### src/rtl/hzu_pkg.sv
package hzu_pkg;
  // Widest register number the helper functions accept; modules zero-extend.
  localparam int unsigned RID_MAX = 8;
  typedef logic [RID_MAX-1:0] rid_t;

  // Operand source for an execute-stage ALU input.
  typedef enum logic [1:0] {
    SRC_RF  = 2'd0,
    SRC_WB  = 2'd1,
    SRC_MEM = 2'd2
  } ex_src_e;

  // A live source depends on a writer when both name the same non-zero register.
  function automatic logic rd_hit(input rid_t src, input logic used,
                                  input rid_t dst, input logic wen);
    return used && wen && (src != '0) && (src == dst);
  endfunction

  // The younger producer wins over the older one.
  function automatic ex_src_e ex_pick(input logic mem_hit, input logic wb_hit);
    if (mem_hit) return SRC_MEM;
    if (wb_hit)  return SRC_WB;
    return SRC_RF;
  endfunction

  // Taken-branch redirect only once the operands are valid.
  function automatic logic redirect(input logic branch, input logic taken,
                                    input logic hold);
    return branch && taken && !hold;
  endfunction
endpackage

### src/rtl/hzu_ex_pick.sv
module hzu_ex_pick #(
  parameter int unsigned AW = 5
) (
  input  logic [AW-1:0] src,
  input  logic          used,
  input  logic [AW-1:0] mem_rd,
  input  logic          mem_wen,
  input  logic [AW-1:0] wb_rd,
  input  logic          wb_wen,
  output logic [1:0]    sel
);
  import hzu_pkg::*;

  logic mem_hit;
  logic wb_hit;

  always_comb begin
    mem_hit = rd_hit(rid_t'(src), used, rid_t'(mem_rd), mem_wen);
    wb_hit  = rd_hit(rid_t'(src), used, rid_t'(wb_rd), wb_wen);
    sel     = ex_pick(mem_hit, wb_hit);
  end
endmodule

### src/rtl/hzu_id_pick.sv
module hzu_id_pick #(
  parameter int unsigned AW = 5
) (
  input  logic [AW-1:0] src,
  input  logic          used,
  input  logic [AW-1:0] mem_rd,
  input  logic          mem_wen,
  input  logic          mem_load,
  output logic          from_mem
);
  import hzu_pkg::*;

  // Load data is not present at the start of memory, so only ALU results feed the comparator.
  always_comb begin
    from_mem = rd_hit(rid_t'(src), used, rid_t'(mem_rd), mem_wen) && !mem_load;
  end
endmodule

### src/rtl/hzu_stall_ctrl.sv
module hzu_stall_ctrl #(
  parameter int unsigned AW   = 5,
  parameter int unsigned NSRC = 2
) (
  input  logic [NSRC-1:0][AW-1:0] src,
  input  logic [NSRC-1:0]         used,
  input  logic                    id_branch,
  input  logic                    id_taken,
  input  logic [AW-1:0]           ex_rd,
  input  logic                    ex_wen,
  input  logic                    ex_load,
  input  logic [AW-1:0]           mem_rd,
  input  logic                    mem_wen,
  input  logic                    mem_load,
  output logic                    load_use,
  output logic                    br_wait,
  output logic                    stall,
  output logic                    flush
);
  import hzu_pkg::*;

  logic [NSRC-1:0] lu_vec;
  logic [NSRC-1:0] bw_vec;

  for (genvar k = 0; k < NSRC; k++) begin : g_src
    logic ex_dep;
    logic mem_ld_dep;
    always_comb begin
      ex_dep     = rd_hit(rid_t'(src[k]), used[k], rid_t'(ex_rd), ex_wen);
      mem_ld_dep = rd_hit(rid_t'(src[k]), used[k], rid_t'(mem_rd), mem_wen) && mem_load;
      lu_vec[k]  = ex_dep && ex_load;
      bw_vec[k]  = id_branch && (ex_dep || mem_ld_dep);
    end
  end

  always_comb begin
    load_use = |lu_vec;
    br_wait  = |bw_vec;
    stall    = load_use || br_wait;
    flush    = redirect(id_branch, id_taken, stall);
  end
endmodule

### src/rtl/hazard_unit.sv
module hazard_unit #(
  parameter int unsigned AW = 5
) (
  input  logic [AW-1:0] id_rs,
  input  logic [AW-1:0] id_rt,
  input  logic          id_use_rs,
  input  logic          id_use_rt,
  input  logic          id_branch,
  input  logic          id_taken,
  input  logic [AW-1:0] ex_rs,
  input  logic [AW-1:0] ex_rt,
  input  logic          ex_use_rs,
  input  logic          ex_use_rt,
  input  logic [AW-1:0] ex_rd,
  input  logic          ex_wen,
  input  logic          ex_load,
  input  logic [AW-1:0] mem_rd,
  input  logic          mem_wen,
  input  logic          mem_load,
  input  logic [AW-1:0] wb_rd,
  input  logic          wb_wen,
  output logic [1:0]    ex_sel_a,
  output logic [1:0]    ex_sel_b,
  output logic          id_sel_a,
  output logic          id_sel_b,
  output logic          stall_fetch,
  output logic          stall_decode,
  output logic          bubble_ex,
  output logic          flush_fetch
);
  localparam int unsigned NOPS = 2;

  logic [NOPS-1:0][AW-1:0] id_src;
  logic [NOPS-1:0]         id_use;
  logic [NOPS-1:0][AW-1:0] ex_src;
  logic [NOPS-1:0]         ex_use;
  logic [NOPS-1:0][1:0]    ex_sel_v;
  logic [NOPS-1:0]         id_sel_v;

  // Named internal events for the checker.
  logic load_use_evt;
  logic br_wait_evt;
  logic stall_evt;
  logic flush_evt;

  assign id_src = {id_rt, id_rs};
  assign id_use = {id_use_rt, id_use_rs};
  assign ex_src = {ex_rt, ex_rs};
  assign ex_use = {ex_use_rt, ex_use_rs};

  for (genvar k = 0; k < NOPS; k++) begin : g_op
    hzu_ex_pick #(.AW(AW)) u_ex_pick (
      .src     (ex_src[k]),
      .used    (ex_use[k]),
      .mem_rd  (mem_rd),
      .mem_wen (mem_wen),
      .wb_rd   (wb_rd),
      .wb_wen  (wb_wen),
      .sel     (ex_sel_v[k])
    );
    hzu_id_pick #(.AW(AW)) u_id_pick (
      .src      (id_src[k]),
      .used     (id_use[k]),
      .mem_rd   (mem_rd),
      .mem_wen  (mem_wen),
      .mem_load (mem_load),
      .from_mem (id_sel_v[k])
    );
  end

  hzu_stall_ctrl #(.AW(AW), .NSRC(NOPS)) u_stall (
    .src       (id_src),
    .used      (id_use),
    .id_branch (id_branch),
    .id_taken  (id_taken),
    .ex_rd     (ex_rd),
    .ex_wen    (ex_wen),
    .ex_load   (ex_load),
    .mem_rd    (mem_rd),
    .mem_wen   (mem_wen),
    .mem_load  (mem_load),
    .load_use  (load_use_evt),
    .br_wait   (br_wait_evt),
    .stall     (stall_evt),
    .flush     (flush_evt)
  );

  assign ex_sel_a     = ex_sel_v[0];
  assign ex_sel_b     = ex_sel_v[1];
  assign id_sel_a     = id_sel_v[0];
  assign id_sel_b     = id_sel_v[1];
  assign stall_fetch  = stall_evt;
  assign stall_decode = stall_evt;
  assign bubble_ex    = stall_evt;
  assign flush_fetch  = flush_evt;
endmodule

### config.mk
export PLATFORM = sky130hd
export DESIGN_NAME = hazard_unit
export DESIGN_NICKNAME = d
export VERILOG_FILES = /design/src/rtl/hzu_pkg.sv /design/src/rtl/hzu_ex_pick.sv /design/src/rtl/hzu_id_pick.sv /design/src/rtl/hzu_stall_ctrl.sv /design/src/rtl/hazard_unit.sv
export SDC_FILE = /design/constraint.sdc
export NUM_CORES = 1
export LEC_CHECK = 0
export ABC_AREA = 1
export BUFFER_PORTS_ARGS = -buffer_cell sky130_fd_sc_hd__buf_2
export CAP_MARGIN = 20
export CORE_UTILIZATION = 47
export DETAILED_ROUTE_END_ITERATION = 12
export GPL_TIMING_DRIVEN = 0
export MAX_ROUTING_LAYER = met4
export PLACE_DENSITY = 0.9
export SETUP_SLACK_MARGIN = 0.02
export SLEW_MARGIN = 0
export SYNTH_ARGS = -nofsm -noshare
export SYNTH_HDL_FRONTEND = slang
export SYNTH_SLANG_ARGS = --single-unit
### constraint.sdc
create_clock -name vclk -period 2
set_input_delay 0 -clock vclk [all_inputs]
set_output_delay 0 -clock vclk [all_outputs]
set_load 0.005 [all_outputs]
# Word-level counts from Yosys, hierarchy flattened

Index checks and enable logic that the tools add are counted.

Register bits after elaboration: 0
Input bits: 46
Output and inout port bits: 10
Word-level logic and storage cells: 67

Equality and inequality tests: 8
Muxes and demuxes: 14
Reductions and logical operators: 45

Operators with widths:

| operator          | number |
|---|---|
| $eq 5x5->1        | 8 |
| $logic_and 1x1->1 | 34 |
| $reduce_bool 5->1 | 4 |
| $mux 2            | 8 |
| $mux 1            | 6 |
| $reduce_or 2->1   | 2 |
| $logic_or 1x1->1  | 3 |
| $logic_not 1->1   | 2 |

# Depth between registers and ports, before layout

Gate-level depths: netlist of run 1.

Depth in word-level cells: 10
Depth in mapped cells: 11
Gate-level depth less buffers: 11

# By module

A second synthesis of run 1 with hierarchy kept.

Cells, all modules: 303
Area total of the unflattened synthesis: 1277.5 um2

By module, submodules not included:

| module         | instances | cells each | area an instance (um2) | sequential area each (um2) |
|---|---|---|---|---|
| hzu_stall_ctrl | 1         | 119        | 516.7                  | 0.0 |
| hzu_ex_pick    | 2         | 60         | 251.5                  | 0.0 |
| hzu_id_pick    | 2         | 31         | 121.4                  | 0.0 |
| hazard_unit    | 1         | 2          | 15.0                   | 0.0 |

# Worst setup path after synthesis of run 1

OpenSTA, ideal clock, no wires.

Path kind: input to output
From: in mem_rd[2]
To: out stall_decode
Arrival time: 0.718 ns
Data required time: 2.000 ns
Setup slack: 1.282 ns
Stages on the path: 10
Path buffers: 1
Cells stage by stage: inv_1 nand2_1 nand2_1 nand2_1 nor2_1 nand2_1 nand2_1 nand2_1 nand2_2 buf_4

Word-level cells in the longest chain between the ends: 7
Elaborated cells between the ends (all ways): 12
Those cells by class: 2 x eq/ne; 10 x reduce/logical

RTL lines:

| what               | RTL line             | text |
|---|---|---|
| from (decl)        | hazard_unit.sv:17    | `input logic [AW-1:0] mem_rd,` |
| $eq 5x5->1         | hzu_pkg.sv:16        | `return used && wen && (src != '0) && (src == dst);` |
| $logic_and 1x1->1  | hzu_pkg.sv:16        |  |
| $logic_and 1x1->1  | hzu_stall_ctrl.sv:30 | `mem_ld_dep = rd_hit(rid_t'(src[k]), used[k], rid_t'(mem_rd), mem_wen) && mem_load;` |
| $logic_or 1x1->1   | hzu_stall_ctrl.sv:32 | `bw_vec[k] = id_branch && (ex_dep \|\| mem_ld_dep);` |
| $logic_and 1x1->1  | hzu_stall_ctrl.sv:32 |  |
| $reduce_or 2->1 *  | hzu_stall_ctrl.sv:38 | `br_wait = \|bw_vec;` |
| $logic_or 1x1->1 * | hzu_stall_ctrl.sv:39 | `stall = load_use \|\| br_wait;` |
| to (decl)          | hazard_unit.sv:27    | `output logic stall_decode,` |

Mark *: on every way between the ends. The rest lies on a longest branch, timed or not.

# Worst setup path after layout of run 1

Ends and elaborated chain as after synthesis.

==> results of run 1 <==
## routing by layer
metal | share of wire | up-vias | GRT usage
met3 | 0.079 | 0 | 0.00426
met1 | 0.47 | 536 | 0.367
met5 | 0 | - | -
li1 | - | 674 | -
met4 | 0 | 0 | 0
met2 | 0.45 | 54 | 0.436
## critical path, cell delays in order
cell and delay [ps]:
buf_2 110, inv_1 140, nand2_1 70, nand2_1 60, nand2_1 60, nor2_1 100, nand2_1 70, nand2_1 60
nand2_1 50, nand2_2 90, buf_4 100, buf_2 90
## area by class of cell
class,count,share of cell area
Inverter,32,0.110
Timing Repair Buffer,56,0.257
Buffer,4,0.0275
Tap cell,16,0.0183
Multi-Input combinational cell,145,0.587
## cells in the final DEF (no fill, tap or decap)
| cell | count |
|---|---|
| nand2_1 | 72 |
| buf_2 | 56 |
| inv_1 | 31 |
| nor2_1 | 27 |
| nand3_1 | 12 |
| o21ai_0 | 7 |
| a21oi_1 | 6 |
| o22ai_1 | 5 |
| nand4_1 | 4 |
| buf_4 | 4 |
| xor2_1 | 3 |
| nor3_1 | 2 |
| inv_2 | 1 |
| xnor2_1 | 1 |
| a211oi_1 | 1 |
| o2111ai_1 | 1 |
| o211ai_1 | 1 |
| or2_2 | 1 |
| nand2_2 | 1 |
| nor2_2 | 1 |
## worst min-delay path by stage
stage,cells past startpoint,to
after floorplan,1,id_sel_a
after global placement,3,id_sel_a
after detailed placement,3,id_sel_b
after CTS,3,id_sel_b
after global routing,3,id_sel_b
final,3,id_sel_b
## cell usage after synthesis
cell type / count / share of area
nor2_2: 1 / 0.0079
xor2_1: 3 / 0.033
buf_4: 4 / 0.038
nand3_1: 12 / 0.076
o21ai_0: 7 / 0.044
nor2_1: 27 / 0.13
o22ai_1: 5 / 0.040
inv_2: 1 / 0.0047
o2111ai_1: 1 / 0.011
nand2_1: 72 / 0.34
nand4_1: 4 / 0.032
inv_1: 31 / 0.15
or2_2: 1 / 0.0079
nor3_1: 2 / 0.013
xnor2_1: 1 / 0.011
a21oi_1: 6 / 0.038
a211oi_1: 1 / 0.0095
o211ai_1: 1 / 0.0095
nand2_2: 1 / 0.0079
## power groups by stage
stage               clock (mW)  sequential, mW  combinational (mW)
floorplan                    0               0              0.0981
global placement             0               0               0.185
detailed placement           0               0               0.187
CTS                          0               0               0.188
global route                 0               0               0.214
finish                       0               0               0.189
## cells by family (layout without fill, tap and decap cells)
kind of cell | after synthesis | in the layout | share of synthesized area
buffers and inverters | 36 | 92 | 0.190
AO/OA/AOI/OAI | 21 | 21 | 0.152
XOR/XNOR | 4 | 4 | 0.0443
AND/OR/NAND/NOR | 120 | 120 | 0.614
## per-stage QoR
| stage | cell area (um2) | worst slack [ps] |
|---|---|---|
| 2_1_floorplan | 791 | 1280 |
| 3_5_place_dp | 1090 | 973 |
| 5_1_grt | 1090 | 846 |
| 3_3_place_gp | 1090 | 970 |
| 4_1_cts | 1090 | 966 |
| 6_report | 1090 | 969 |
==> out/summary.txt, run 1 <==
Static Leak: 0.733 nW
Number of remaining DRC errors: 0
Starting DRT DRC Count: 38
Setup crit end: stall_decode
Combinational power share: 1.000
Initial Utilization: 0.513
Syn Nets: 227
Hold crit path type: in2out
Core region area: 1540 um2
# Post-CTS Setup Buffers: 0
Util after Layout: 0.708
Initial antenna violation count: 0
ANT cells: 0
Worst setup SP type: input pin
Layout clock buffers: 0
Int Pwr: 0.0820 mW
Sequential cells: 0
Total Routed Length: 2350 um
Post-DP HPWL: 2070 um
Arr. time, crit path: 1030 ps
Sequential area share after synthesis: 0
First-pass GRT wire length: 3840 um
Mapped Avg Cell Area: 4.37 um2
Overall Global Routing Usage: 0.258
Crit end category: output port
Pre-antenna DRT Iters: 5
Nets: 285
Area grow syn2layout: 38.0%
Net switching power: 0.107 mW
Hold buffers post-CTS: 0
Die width: 43.0 um
Die H: 43.0 um
Min-Delay Startpoint: mem_load
Achievable clock frequency: 970 MHz
Total power: 0.189 mW
Area taken by multi-input logic gates: 641 um2
DR WL/cell: 9.30 um
Largest net degree at the start of global routing: 7
WHS: 257 ps
Sequential Area: 0 um2
Peak supply drop: 96.1 uV
Number of port buffers: 56
Setup TNS: 0 ps
Share of cells above drive strength 1: 0.270
Power Density: 173 nW/um2
RSZ-0062 raised after global routing: false
Yosys warns: 0
Die ar.: 1850 um2
Final setup fails: 0
Slew HR: 0.860
Non-filler cells, final: 253
Status: finished clean
Vias/cell: 5.00
Seq pwr share: 0
Final-report hold violation count: 0
Synth cell types: 19
CP max FO: 6
Final min period: 1030 ps
Number of fillers in the final layout: 170
Power share of the clock group: 0
Crit Path Class: in2out
Sw frac: 0.566
Total of max-cap violations: 0
CP Launch Point: mem_rd[2]
Dpl cells: 253
WP data required: 2000 ps
Vias: 1264
# IOs: 56
Synthesized area: 791 um2
Slew Limit Fails: 0
Gpl congestion: 0.965
Synth Instances: 181
Vias in the first global route: 1004
Routed Antenna Nets: 0
Post-CTS Resized: 0
Period utilization: 0.516
Gr ovfl total: 0
Least-Margin Pin Slew: 209 ps
# rows: 14
(Power assumes the default switching activity.)
==> run 2: changes to the inputs <==
--- a/config.mk
+++ b/config.mk
@@ -5,14 +5,14 @@
 export SDC_FILE = /design/constraint.sdc
 export NUM_CORES = 1
 export LEC_CHECK = 0
-export ABC_AREA = 1
+export ABC_AREA = 0
 export BUFFER_PORTS_ARGS = -buffer_cell sky130_fd_sc_hd__buf_2
 export CAP_MARGIN = 20
-export CORE_UTILIZATION = 47
+export CORE_UTILIZATION = 39
 export DETAILED_ROUTE_END_ITERATION = 12
 export GPL_TIMING_DRIVEN = 0
 export MAX_ROUTING_LAYER = met4
-export PLACE_DENSITY = 0.9
+export PLACE_DENSITY = 0.84
 export SETUP_SLACK_MARGIN = 0.02
 export SLEW_MARGIN = 0
 export SYNTH_ARGS = -nofsm -noshare
==> constraint.sdc (replaced) <==
create_clock -name vclk -period 1.01
set_input_delay 0 -clock vclk [all_inputs]
set_output_delay 0 -clock vclk [all_outputs]
set_load 0.005 [all_outputs]
==> run 2 against run 1 <==
- the flow now finishes with violations (setup timing)
- combinational power is 150% higher
- largest cell class unchanged
- core utilization rose by 15 points
- sequential share of layout area unchanged
- critical path type unchanged
- global-route usage rose by 9.0 points
==> out/summary.txt, run 2 <==
Core region area: 1370 um2 (was 1540 um2)
Peak supply drop: 254 uV (was 96.1 uV)
Routed Antenna Nets: 0 (unchanged)
Area contributors post-synth: xnor2_1 (36%), xor2_1 (22%), nor4_1 (6.2%) (was nand2_1 (34%), inv_1 (15%), nor2_1 (13%))
Commonest non-fill, non-tap cell in the layout: buf_2 (was nand2_1)
CP max FO: 3 (was 6)
RSZ-0062 raised after global routing: true (was false)
Max incr delay on CP: 540 ps (was 140 ps)
Worst Path Buf+Inv: 3 (was 4)
Final setup fails: 10 (was 0)
Mapped Avg Cell Area: 7.35 um2 (was 4.37 um2)
Gpl congestion: 0.728 (was 0.965)
Slowest CP cell: or4_4 (was inv_1)
Slew Limit Fails: 0 (unchanged)
Total of max-cap violations: 0 (unchanged)
Overall Global Routing Usage: 0.347 (was 0.258)
Final worst slack: -362 ps (was 969 ps)
Share of cells above drive strength 1: 0.600 (was 0.270)
Initial antenna violation count: 0 (unchanged)
Dpl cell area: 906 um2 (was 1090 um2)
Vias in the first global route: 844 (was 1004)
WHS: 271 ps (was 257 ps)
Top-count cell post-synth: xnor2_1 (was nand2_1)
Layout clock buffers: 0 (unchanged)
DR WL/cell: 17.7 um (was 9.30 um)
Final-report hold violation count: 0 (unchanged)
Dpl cells: 153 (was 253)
Largest net degree at the start of global routing: 5 (was 7)
Worst setup SP type: input pin (unchanged)
Initial Utilization: 0.441 (was 0.513)
Die ar.: 1710 um2 (was 1850 um2)
Sw frac: 0.488 (was 0.566)
Power Density: 402 nW/um2 (was 173 nW/um2)
ANT cells: 0 (unchanged)
Arr. time, crit path: 1370 ps (was 1030 ps)
Seq pwr share: 0 (about the same)
Synthesized area: 603 um2 (was 791 um2)
Starting DRT DRC Count: 12 (was 38)
Int Pwr: 0.242 mW (was 0.0820 mW)
Achievable clock frequency: 729 MHz
Net switching power: 0.230 mW (was 0.107 mW)
Vias: 937 (was 1264)
Number of remaining DRC errors: 0 (unchanged)
Combinational power share: 1.000 (about the same)
Power share of the clock group: 0 (about the same)
Final Cell Area: 1170 um2 (was 1090 um2)
Crit end category: output port (unchanged)
Most frequent cells in the layout: buf_2 (42), xnor2_1 (25), xor2_1 (15) (was nand2_1 (72), buf_2 (56), inv_1 (31))
Number of port buffers: 56 (unchanged)
Sequential cells: 0 (unchanged)
Pre-antenna DRT Iters: 4 (was 5)
Yosys warns: 0 (unchanged)
Static Leak: 0.497 nW (was 0.733 nW)
Post-DP HPWL: 1740 um (was 2070 um)
WP data required: 1010 ps (was 2000 ps)
Nets: 193 (was 285)
Syn Nets: 128 (was 227)
Crit Path Class: in2out (unchanged)
Crit path cell chain: buf_8, or4_4, o21ai_4, nor4_2, a21oi_2, o21ai_2, buf_4, buf_6 (was buf_2, inv_1, nand2_1, nand2_1, nand2_1, nor2_1, nand2_1, nand2_1, nand2_1, nand2_2, buf_4, buf_2)
Least-Margin Pin Slew: 408 ps (was 209 ps)
Hold buffers post-CTS: 0 (unchanged)
Final min period: 1370 ps
# IOs: 56 (unchanged)
Synth Instances: 82 (was 181)
Total power: 0.472 mW (was 0.189 mW)
Synth cell types: 19 (unchanged)
Gr ovfl total: 0 (unchanged)
CP top delay family: simple AND/OR/NAND/NOR gates (unchanged)
Top-area cell type share of the netlist area: 0.363 (was 0.342)
Vias/cell: 5.86 (was 5.00)
Die width: 41.3 um (was 43.0 um)
Hold crit path type: in2out (unchanged)
Sequential area share after synthesis: 0 (unchanged)
Slew HR: 0.725 (was 0.860)
Failing checks: setup timing
Area grow syn2layout: 94.8% (was 38.0%)
# rows: 13 (was 14)
Place WS: -594 ps (was 973 ps)
Area leader, netlist: xnor2_1 (was nand2_1)
Sequential Area: 0 um2 (unchanged)
Status: complete, but fails checks (was finished clean)
Synth cell count leaders: xnor2_1 (25), xor2_1 (15), nor4_1 (6) (was nand2_1 (72), inv_1 (31), nor2_1 (27))
First-pass GRT wire length: 3780 um (was 3840 um)
Non-filler cells, final: 160 (was 253)
Period utilization: 1.36
Total Routed Length: 2830 um (was 2350 um)
Die H: 41.3 um (was 43.0 um)
## run 2: changes by cell type after synthesis, sizes merged, moves of 6 or more
| cell | delta |
|---|---|
| nand3 | -10 |
| xor2 | +12 |
| inv | -31 |
| nor4 | +6 |
| nor2 | -27 |
| xnor2 | +24 |
| nand2 | -69 |
## run 2: cell families (layout without fill, tap and decap cells)
| group | after synthesis | in the layout | share of synthesized area |
|---|---|---|---|
| AOI/OAI and AO/OA | 7 | 7 | 0.0643 |
| xor gates and xnor gates | 40 | 40 | 0.581 |
| buffers and inverters | 5 | 68 | 0.0560 |
| and+or+nand+nor | 30 | 30 | 0.299 |
## run 2: tightest hold or removal path: cells and delay by family
| family | cells | cell delay (ps) |
|---|---|---|
| buffers and inverters | 2 | 220 |
| AND/OR/NAND/NOR | 1 | 40 |
## run 2: final cells by class
| cell class | instances | area (um2) |
|---|---|---|
| Buffer | 4 | 30.0 |
| Fill cell | 81 | 191 |
| Tap cell | 15 | 18.8 |
| Multi-Input combinational cell | 77 | 687 |
| Inverter | 1 | 3.75 |
| Timing Repair Buffer | 63 | 435 |
## run 2: per-stage QoR
step | TNS (ps) | utilization
2_1_floorplan | -335 | -
3_3_place_gp | -2370 | 0.663
3_5_place_dp | -3240 | 0.663
4_1_cts | -1970 | 0.837
5_1_grt | -2430 | 0.860
6_report | -2010 | 0.860
## run 2: power by group through the flow
stage | Sequential (mW) | Combinational (mW) | Clock (mW)
after floorplan | 0 | 0.164 | 0
after global placement | 0 | 0.329 | 0
after detailed placement | 0 | 0.341 | 0
after CTS | 0 | 0.427 | 0
after global routing | 0 | 0.494 | 0
final | 0 | 0.472 | 0
## run 2: routing by layer
layer,vias up,wire [um],GRT usage
li1,424,-,-
met1,441,1060,0.399
met5,-,0,-
met4,0,98,0.145
met3,14,199,0.0532
met2,58,1480,0.598
## run 2: final timing paths
path,start,endpoint,slack [ps],cells after the start
worst max-delay path,id_rs[3],stall_fetch,-360,8
worst min-delay path,mem_load,id_sel_b,270,3
## run 2: repair_timing
item                                    4_1_cts  5_1_grt
buffers inserted                              6        1
hold endpoints to repair                      0        0
gates cloned                                  0        0
resized for setup                            46        4
endpoints found under the setup margin       10       10
pin swaps                                    20        9
